===== config.mk =====
export PLATFORM = sky130hd
export DESIGN_NAME = dcap_pair
export DESIGN_NICKNAME = d
export VERILOG_FILES = /design/src/rtl/dcap_pkg.sv /design/src/rtl/dcap_sync.sv /design/src/rtl/dcap_filter.sv /design/src/rtl/dcap_edge.sv /design/src/rtl/dcap_seq.sv /design/src/rtl/dcap_flag.sv /design/src/rtl/dcap_pair.sv
export SDC_FILE = /design/constraint.sdc
export NUM_CORES = 1
export LEC_CHECK = 0
export ABC_AREA = 1
export BUFFER_PORTS_ARGS = -buffer_cell sky130_fd_sc_hd__buf_2
export CORE_ASPECT_RATIO = 1.25
export CORE_MARGIN = 5
export CORE_UTILIZATION = 48
export DETAILED_ROUTE_END_ITERATION = 16
export PLACE_DENSITY = 0.81
export SLEW_MARGIN = 5
export SYNTH_ARGS = -nofsm -noshare
export SYNTH_HDL_FRONTEND = slang
export SYNTH_SLANG_ARGS = --single-unit

===== constraint.sdc =====
create_clock -name clk_i -period 4 [get_ports clk_i]
set_input_delay 0.2 -clock clk_i [delete_from_list [all_inputs] [get_ports clk_i]]
set_output_delay 0.2 -clock clk_i [all_outputs]
set_load 0.02 [all_outputs]

===== src/rtl/dcap_pkg.sv =====
package dcap_pkg;
  typedef enum logic [1:0] {
    EDGE_NONE = 2'b00,
    EDGE_RISE = 2'b01,
    EDGE_FALL = 2'b10,
    EDGE_BOTH = 2'b11
  } edge_sel_e;

  localparam logic [1:0] ADDR_STAT  = 2'd0;
  localparam logic [1:0] ADDR_CAP_A = 2'd1;
  localparam logic [1:0] ADDR_CAP_B = 2'd2;

  localparam int unsigned BIT_ARM    = 0;
  localparam int unsigned BIT_FLAG_A = 1;
  localparam int unsigned BIT_FLAG_B = 2;
  localparam int unsigned NUM_CH     = 2;
  localparam int unsigned STAT_W     = 3;

  function automatic logic edge_hit(input edge_sel_e sel, input logic rise,
                                    input logic fall);
    logic hit;
    unique case (sel)
      EDGE_RISE: hit = rise;
      EDGE_FALL: hit = fall;
      EDGE_BOTH: hit = rise | fall;
      default:   hit = 1'b0;
    endcase
    return hit;
  endfunction
endpackage


===== src/rtl/dcap_sync.sv =====
module dcap_sync #(
  parameter int unsigned STAGES = 2
) (
  input  logic clk_i,
  input  logic rst_ni,
  input  logic d_i,
  output logic q_o
);
  logic [STAGES-1:0] sh_q;

  generate
    if (STAGES == 1) begin : g_one
      always_ff @(posedge clk_i or negedge rst_ni) begin
        if (!rst_ni) sh_q <= '0;
        else         sh_q <= d_i;
      end
    end else begin : g_many
      always_ff @(posedge clk_i or negedge rst_ni) begin
        if (!rst_ni) sh_q <= '0;
        else         sh_q <= {sh_q[STAGES-2:0], d_i};
      end
    end
  endgenerate

  assign q_o = sh_q[STAGES-1];
endmodule


===== src/rtl/dcap_filter.sv =====
module dcap_filter #(
  parameter int unsigned LEN     = 4,
  parameter bit          PRESENT = 1'b1
) (
  input  logic clk_i,
  input  logic rst_ni,
  input  logic en_i,
  input  logic d_i,
  output logic q_o
);
  localparam int unsigned CW = (LEN < 2) ? 1 : $clog2(LEN);

  generate
    if (PRESENT) begin : g_filt
      logic          filt_q;
      logic [CW-1:0] run_q;

      always_ff @(posedge clk_i or negedge rst_ni) begin
        if (!rst_ni) begin
          filt_q <= 1'b0;
          run_q  <= '0;
        end else if (!en_i || (d_i == filt_q)) begin
          filt_q <= d_i;
          run_q  <= '0;
        end else if (run_q == CW'(LEN - 1)) begin
          filt_q <= d_i;
          run_q  <= '0;
        end else begin
          run_q <= run_q + 1'b1;
        end
      end

      assign q_o = en_i ? filt_q : d_i;

      if (LEN >= 2) begin : g_chk
        // an enabled output change needs the input at the new level two cycles back
        p_filter_stable_r10: assert property (@(posedge clk_i) disable iff (!rst_ni)
          ($changed(filt_q) && $past(en_i) && $past(en_i, 2)) |-> ($past(d_i, 2) == filt_q));
      end
    end else begin : g_bypass
      assign q_o = d_i;
    end
  endgenerate
endmodule


===== src/rtl/dcap_edge.sv =====
module dcap_edge
  import dcap_pkg::*;
(
  input  logic       clk_i,
  input  logic       rst_ni,
  input  logic       d_i,
  input  logic [1:0] sel_a_i,
  input  logic [1:0] sel_b_i,
  output logic       hit_a_o,
  output logic       hit_b_o
);
  logic prev_q;
  logic rise, fall;

  always_ff @(posedge clk_i or negedge rst_ni) begin
    if (!rst_ni) prev_q <= 1'b0;
    else         prev_q <= d_i;
  end

  assign rise    = d_i & ~prev_q;
  assign fall    = ~d_i & prev_q;
  assign hit_a_o = edge_hit(edge_sel_e'(sel_a_i), rise, fall);
  assign hit_b_o = edge_hit(edge_sel_e'(sel_b_i), rise, fall);
endmodule


===== src/rtl/dcap_seq.sv =====
module dcap_seq (
  input  logic clk_i,
  input  logic rst_ni,
  input  logic active_i,
  input  logic cont_i,
  input  logic arm_set_i,
  input  logic flag_a_i,
  input  logic hit_a_i,
  input  logic hit_b_i,
  output logic cap_first_o,
  output logic cap_second_o,
  output logic arm_o
);
  logic arm_q, wait_q, allow;

  assign allow        = active_i & (cont_i | arm_q);
  assign cap_second_o = allow & wait_q & flag_a_i & hit_b_i;
  assign cap_first_o  = allow & ~cap_second_o & hit_a_i & (~wait_q | ~flag_a_i);

  always_ff @(posedge clk_i or negedge rst_ni) begin
    if (!rst_ni) begin
      arm_q  <= 1'b0;
      wait_q <= 1'b0;
    end else begin
      if (arm_set_i)                     arm_q <= 1'b1;
      else if (cap_second_o && !cont_i)  arm_q <= 1'b0;

      if (!active_i || arm_set_i) wait_q <= 1'b0;
      else if (cap_second_o)      wait_q <= 1'b0;
      else if (cap_first_o)       wait_q <= 1'b1;
    end
  end

  assign arm_o = arm_q;

  // arm only drops through a one-shot second capture
  p_arm_selfclear_r5: assert property (@(posedge clk_i) disable iff (!rst_ni)
    $fell(arm_q) |-> ($past(cap_second_o) && !$past(cont_i)));
endmodule


===== src/rtl/dcap_flag.sv =====
module dcap_flag (
  input  logic clk_i,
  input  logic rst_ni,
  input  logic set_i,
  input  logic dma_mode_i,
  input  logic dma_done_i,
  input  logic stat_rd_i,
  input  logic stat_wr_i,
  input  logic wr_bit_i,
  output logic flag_o
);
  logic flag_q, seen_q, clr;

  assign clr = dma_mode_i ? dma_done_i : (stat_wr_i & ~wr_bit_i & seen_q);

  always_ff @(posedge clk_i or negedge rst_ni) begin
    if (!rst_ni) begin
      flag_q <= 1'b0;
      seen_q <= 1'b0;
    end else begin
      if (set_i)    flag_q <= 1'b1;
      else if (clr) flag_q <= 1'b0;

      if (clr && !set_i)            seen_q <= 1'b0;
      else if (stat_rd_i && flag_q) seen_q <= 1'b1;
    end
  end

  assign flag_o = flag_q;

  // in DMA mode only the done pulse clears the flag
  p_dma_hold_r9: assert property (@(posedge clk_i) disable iff (!rst_ni)
    (dma_mode_i && !dma_done_i && flag_q) |=> flag_q);
  // a software clear needs a preceding status read
  p_sw_clear_needs_read_r8: assert property (@(posedge clk_i) disable iff (!rst_ni)
    ($fell(flag_q) && !$past(dma_mode_i)) |-> $past(seen_q));
endmodule


===== src/rtl/dcap_pair.sv =====
module dcap_pair
  import dcap_pkg::*;
#(
  parameter int unsigned CNT_W       = 16,
  parameter int unsigned FILT_CYCLES = 4,
  parameter int unsigned SYNC_STAGES = 2,
  parameter int unsigned PAIR_ID     = 0
) (
  input  logic                clk_i,
  input  logic                rst_ni,
  input  logic [CNT_W-1:0]    count_i,
  input  logic                pin_i,
  input  logic                feat_en_i,
  input  logic                dual_en_i,
  input  logic                cont_mode_i,
  input  logic [1:0]          edge_sel_a_i,
  input  logic [1:0]          edge_sel_b_i,
  input  logic                filt_en_i,
  input  logic                dma_mode_i,
  input  logic                dma_done_a_i,
  input  logic                dma_done_b_i,
  input  logic                irq_en_a_i,
  input  logic                irq_en_b_i,
  input  logic                reg_rd_i,
  input  logic                reg_wr_i,
  input  logic [1:0]          reg_addr_i,
  input  logic [STAT_W-1:0]   reg_wdata_i,
  output logic [CNT_W-1:0]    reg_rdata_o,
  output logic                irq_a_o,
  output logic                irq_b_o
);
  localparam bit HAS_FILTER = (PAIR_ID < 2);

  logic pin_sync, pin_clean, hit_a, hit_b;
  logic active, stat_rd, stat_wr, arm_set, arm;
  logic cap_first, cap_second;
  logic [CNT_W-1:0]  cap_a_q, cap_b_q;
  logic [NUM_CH-1:0] flag_set, flag_done, flag_bit, flag;

  dcap_sync #(.STAGES(SYNC_STAGES)) u_sync (
    .clk_i(clk_i), .rst_ni(rst_ni), .d_i(pin_i), .q_o(pin_sync));

  dcap_filter #(.LEN(FILT_CYCLES), .PRESENT(HAS_FILTER)) u_filter (
    .clk_i(clk_i), .rst_ni(rst_ni), .en_i(filt_en_i), .d_i(pin_sync), .q_o(pin_clean));

  dcap_edge u_edge (
    .clk_i(clk_i), .rst_ni(rst_ni), .d_i(pin_clean),
    .sel_a_i(edge_sel_a_i), .sel_b_i(edge_sel_b_i),
    .hit_a_o(hit_a), .hit_b_o(hit_b));

  assign active  = feat_en_i & dual_en_i;
  assign stat_rd = reg_rd_i & (reg_addr_i == ADDR_STAT);
  assign stat_wr = reg_wr_i & (reg_addr_i == ADDR_STAT);
  assign arm_set = stat_wr & reg_wdata_i[BIT_ARM];

  dcap_seq u_seq (
    .clk_i(clk_i), .rst_ni(rst_ni), .active_i(active), .cont_i(cont_mode_i),
    .arm_set_i(arm_set), .flag_a_i(flag[0]), .hit_a_i(hit_a), .hit_b_i(hit_b),
    .cap_first_o(cap_first), .cap_second_o(cap_second), .arm_o(arm));

  always_ff @(posedge clk_i or negedge rst_ni) begin
    if (!rst_ni) begin
      cap_a_q <= '0;
      cap_b_q <= '0;
    end else begin
      if (cap_first)  cap_a_q <= count_i;
      if (cap_second) cap_b_q <= count_i;
    end
  end

  assign flag_set  = {cap_second, cap_first};
  assign flag_done = {dma_done_b_i, dma_done_a_i};
  assign flag_bit  = reg_wdata_i[BIT_FLAG_B:BIT_FLAG_A];

  generate
    for (genvar ch = 0; ch < NUM_CH; ch++) begin : g_flag
      dcap_flag u_flag (
        .clk_i(clk_i), .rst_ni(rst_ni), .set_i(flag_set[ch]),
        .dma_mode_i(dma_mode_i), .dma_done_i(flag_done[ch]),
        .stat_rd_i(stat_rd), .stat_wr_i(stat_wr), .wr_bit_i(flag_bit[ch]),
        .flag_o(flag[ch]));
    end
  endgenerate

  assign irq_a_o = flag[0] & irq_en_a_i;
  assign irq_b_o = flag[1] & irq_en_b_i;

  always_comb begin
    unique case (reg_addr_i)
      ADDR_STAT:  reg_rdata_o = {{(CNT_W-STAT_W){1'b0}}, flag[1], flag[0], arm};
      ADDR_CAP_A: reg_rdata_o = cap_a_q;
      ADDR_CAP_B: reg_rdata_o = cap_b_q;
      default:    reg_rdata_o = '0;
    endcase
  end

  // no capture while the mode is off
  p_inactive_hold_r1: assert property (@(posedge clk_i) disable iff (!rst_ni)
    !(feat_en_i && dual_en_i) |=> ($stable(cap_a_q) && $stable(cap_b_q)));
  // flag B only rises when flag A was set
  p_second_needs_first_r3: assert property (@(posedge clk_i) disable iff (!rst_ni)
    $rose(flag[1]) |-> $past(flag[0]));
  // one-shot and unarmed leaves both stamps alone
  p_oneshot_idle_r5: assert property (@(posedge clk_i) disable iff (!rst_ni)
    (!cont_mode_i && !arm) |=> ($stable(cap_a_q) && $stable(cap_b_q)));
endmodule


==> results.sh <==
export IMPL_status="completed"
export IMPL_start_util_pct=49.8
export IMPL_grt_max_degree=45
export IMPL_wl_mm=4.92
export IMPL_power_switching_uw=312
export IMPL_cpMaxStageDelayCell="nor2_4"
export IMPL_max_slew_margin_rel_pct=37.0
export IMPL_layout_drive_gt1_share_pct=22.8
export IMPL_yosysWarningCount=0
export IMPL_overflow=0
export IMPL_finalPower_mw=1.09
export IMPL_areaGrowthSynthToFinish_pct=17.4
export IMPL_critPathKind="flip-flop to flip-flop"
export IMPL_route_detailed_drc=0
export IMPL_ys_top_cells_by_count="nand2_1 (77), dfrtp_1 (44), nand3_1 (37)"
export IMPL_wl_per_cell_um=12.9
export IMPL_drtPass1Iterations=4
export IMPL_min_path_type="input port to async pin"
export IMPL_tightest_slew_ns=0.945
export IMPL_synth_seq_cells=44
export IMPL_arrival_ns=2.25
export IMPL_dp_hpwl_mm=3.52
export IMPL_yosysSeqAreaShare_pct=50.0
export IMPL_clock_skew_ns=0.00425
export IMPL_postLayoutCoreUtil_pct=58.5
export IMPL_power_density_nw_per_um2=421
export IMPL_power_frac_seq_pct=49.1
export IMPL_cts_clk_slew_worst_paths_ns=0.08
export IMPL_crit_path_max_fanout=33
export IMPL_cts_root_buffer="clkbuf_8"
export IMPL_cts_tree="yes"
export IMPL_rsz0062_at_grt="no"
export IMPL_path_cells="o21ai_0 > ha_1 > nor2_1 > nor2_1 > nand2_1 > nor2_4 > nand2_1 > o21ai_1"
export IMPL_startpoint_type="flip-flop"
export IMPL_synth_net_count=312
export IMPL_synth_flop_cell="dfrtp_1"
export IMPL_hold_ws_ns=0.0471
export IMPL_rr_startpoint="u_sync.sh_q[1]$_DFF_PN0_"
export IMPL_clkPwrFrac_pct=30.3
export IMPL_routabilityCongestion=0.756
export IMPL_fmax_ghz=0.492
export IMPL_die_width_um=70.6
export IMPL_rows=27
export IMPL_setup_viol=0
export IMPL_async_reset_ff_share_pct=100
export IMPL_netlist_instances=270
export IMPL_drt_initial_drc_count=162
export IMPL_insertion_delay_ns=0.29
export IMPL_synth_top_area_share_pct=50.0
export IMPL_min_period_ns=2.03
export IMPL_cts_buffer_depth=2
export IMPL_synth_area_leader_cell="dfrtp_1"
export IMPL_avgSynthCellArea_sq_um=8.16
export IMPL_grt_pass1_wl_mm=8.46
export IMPL_p_int_uw=777
export IMPL_h_tree_depth=2
export IMPL_vias=1934
export IMPL_critPathCaptureType="flip-flop"
export IMPL_grt_pass1_vias=1967
export IMPL_ir_drop_mv=0.167
export IMPL_placedCellCount=373
export IMPL_cts_setup_buffers=0
export IMPL_dieArea_sq_um=6050
export IMPL_numClockSinks=44
export IMPL_nets=365
export IMPL_grt_util_all_layers_pct=17.3
export IMPL_portBuffers=56
export IMPL_synth_area_leaders="dfrtp_1 (50%), nand2_1 (13%), nand3_1 (8.4%)"
export IMPL_cts_buffers=5
export IMPL_startpoint="u_sync.sh_q[1]$_DFF_PN0_"
export IMPL_synth_edf_count=0
export IMPL_antenna_found_initial=0
export IMPL_cp_slowest_stage_delay_ns=0.54
export IMPL_layout_cells_non_filler=382
export IMPL_fin_tns_setup_ns=0
export IMPL_power_leakage_nw=1.45
export IMPL_core_sq_um=4430
export IMPL_power_share_combinational_pct=20.6
export IMPL_cp_required_ns=4.22
export IMPL_cap_violations=0
export IMPL_ios=57
export IMPL_diodes=0
export IMPL_yosysMostFrequentCell="nand2_1"
export IMPL_synth_cell_types=27
export IMPL_drtAntennaViolNets=0
export IMPL_vias_per_cell=5.06
export IMPL_hold_viol=0
export IMPL_syn_cell_area_sq_um=2200
export IMPL_die_y_um=85.8
export IMPL_slew_violations=0
export IMPL_fin_crit_sh_pct=50.8
export IMPL_swShare_pct=28.7
state kept, by name, indices dropped and copies added (netlist names), 2 cells and up:
name,cells
cap_a_q,16
u_sync.sh_q,2
cap_b_q,16
g_flag.u_flag.seen_q,2
u_filter.g_filt.run_q,2
g_flag.u_flag.flag_o,2
cells by family after synthesis:
kind of cell | count (synthesis) | synth area share (%)
AO/OA/AOI/OAI | 42 | 11.0
AND/OR/NAND/NOR | 132 | 26.7
adder cells (fa/ha/maj) | 3 | 1.70
XOR/XNOR | 1 | 0.398
buffers and inverters | 48 | 10.2
flip-flops | 44 | 50.0
layout make-up:
type / instances / area [sq um]
multi-input combinational: 178 / 877
timing repair buffer: 57 / 290
clock buffer: 6 / 72.6
sequential: 44 / 1100
clock inverter: 2 / 35.0
tap: 58 / 72.6
inverter: 37 / 139
fill: 427 / 1840
timing repair:
| item | 4_1_cts | 5_1_grt |
|---|---|---|
| hold buffers | 0 | 1 |
| resized for setup | 0 | 0 |
| setup endpoints to repair | 0 | 0 |
| endpoints found under the hold margin | 0 | 1 |
per-stage QoR:
| stage | instance area (sq um) | setup WS, ns |
|---|---|---|
| final | 2590 | 1.97 |
| after global routing | 2590 | 1.75 |
| after CTS | 2580 | 1.96 |
| after detailed placement | 2470 | 1.99 |
| after global placement | 2470 | 2.12 |
| after floorplan | 2200 | 2.45 |
cells in the final DEF (no fill, tap or decap):
master         count
nand3_1           37
o21ai_1           32
nor2_8             1
nor2_1             9
clkbuf_8           5
o21bai_1           2
nor3_1             1
bufinv_16          1
nand2_1           77
inv_2              2
clkinv_2           1
a21boi_1           1
dlygate4sd3_1      1
or2_1              1
ha_1               3
a21boi_0           1
inv_1             35
nor2_4             1
o211ai_2           3
clkbuf_1           1
nand2_4            1
xor2_1             1
buf_2             56
nand3b_1           1
nor2_2             1
nand2_2            2
o21ai_0            3
dfrtp_1           44
path summary, 6_finish.rpt:
| check | slack [ns] | endpoint | cells after the start |
|---|---|---|---|
| max | 1.97 | cap_a_q[9]$_DFFE_PN0P_ | 8 |
| min | 0.05 | cap_a_q[14]$_DFFE_PN0P_ | 1 |
| max reg2reg | 1.97 | cap_a_q[9]$_DFFE_PN0P_ | 8 |
| min reg2reg | 0.36 | u_sync.sh_q[1]$_DFF_PN0_ | 0 |
| max in group asynchronous | 3.37 | cap_b_q[3]$_DFFE_PN0P_ | 1 |
| min in group clk_i | 0.14 | cap_a_q[3]$_DFFE_PN0P_ | 3 |
power by group through the flow:
| stage | Sequential (mW) | Combinational, mW | Clock, mW |
|---|---|---|---|
| 2_1_floorplan | 0.537 | 0.155 | 0 |
| 3_3_place_gp | 0.540 | 0.218 | 0 |
| 3_5_place_dp | 0.545 | 0.225 | 0 |
| 4_1_cts | 0.536 | 0.227 | 0.340 |
| 5_1_grt | 0.543 | 0.254 | 0.355 |
| 6_report | 0.535 | 0.224 | 0.330 |
routing by layer:
| metal | up-vias | track usage [%] | routed length, um |
|---|---|---|---|
| met5 | - | 0 | 0 |
| met3 | 4 | 3.99 | 289 |
| met1 | 916 | 18.6 | 2040 |
| li1 | 961 | - | - |
| met2 | 53 | 32.4 | 2520 |
| met4 | 0 | 6.84 | 67 |
worst max-delay path, delay by kind of cell (launching register included):
family	cells	cell delay [ns]
AOI/OAI and AO/OA	2	0.37
adders and majority gates	1	0.22
and+or+nand+nor	5	0.96
DFF	1	0.40
Power figures use the tool's default switching activity.
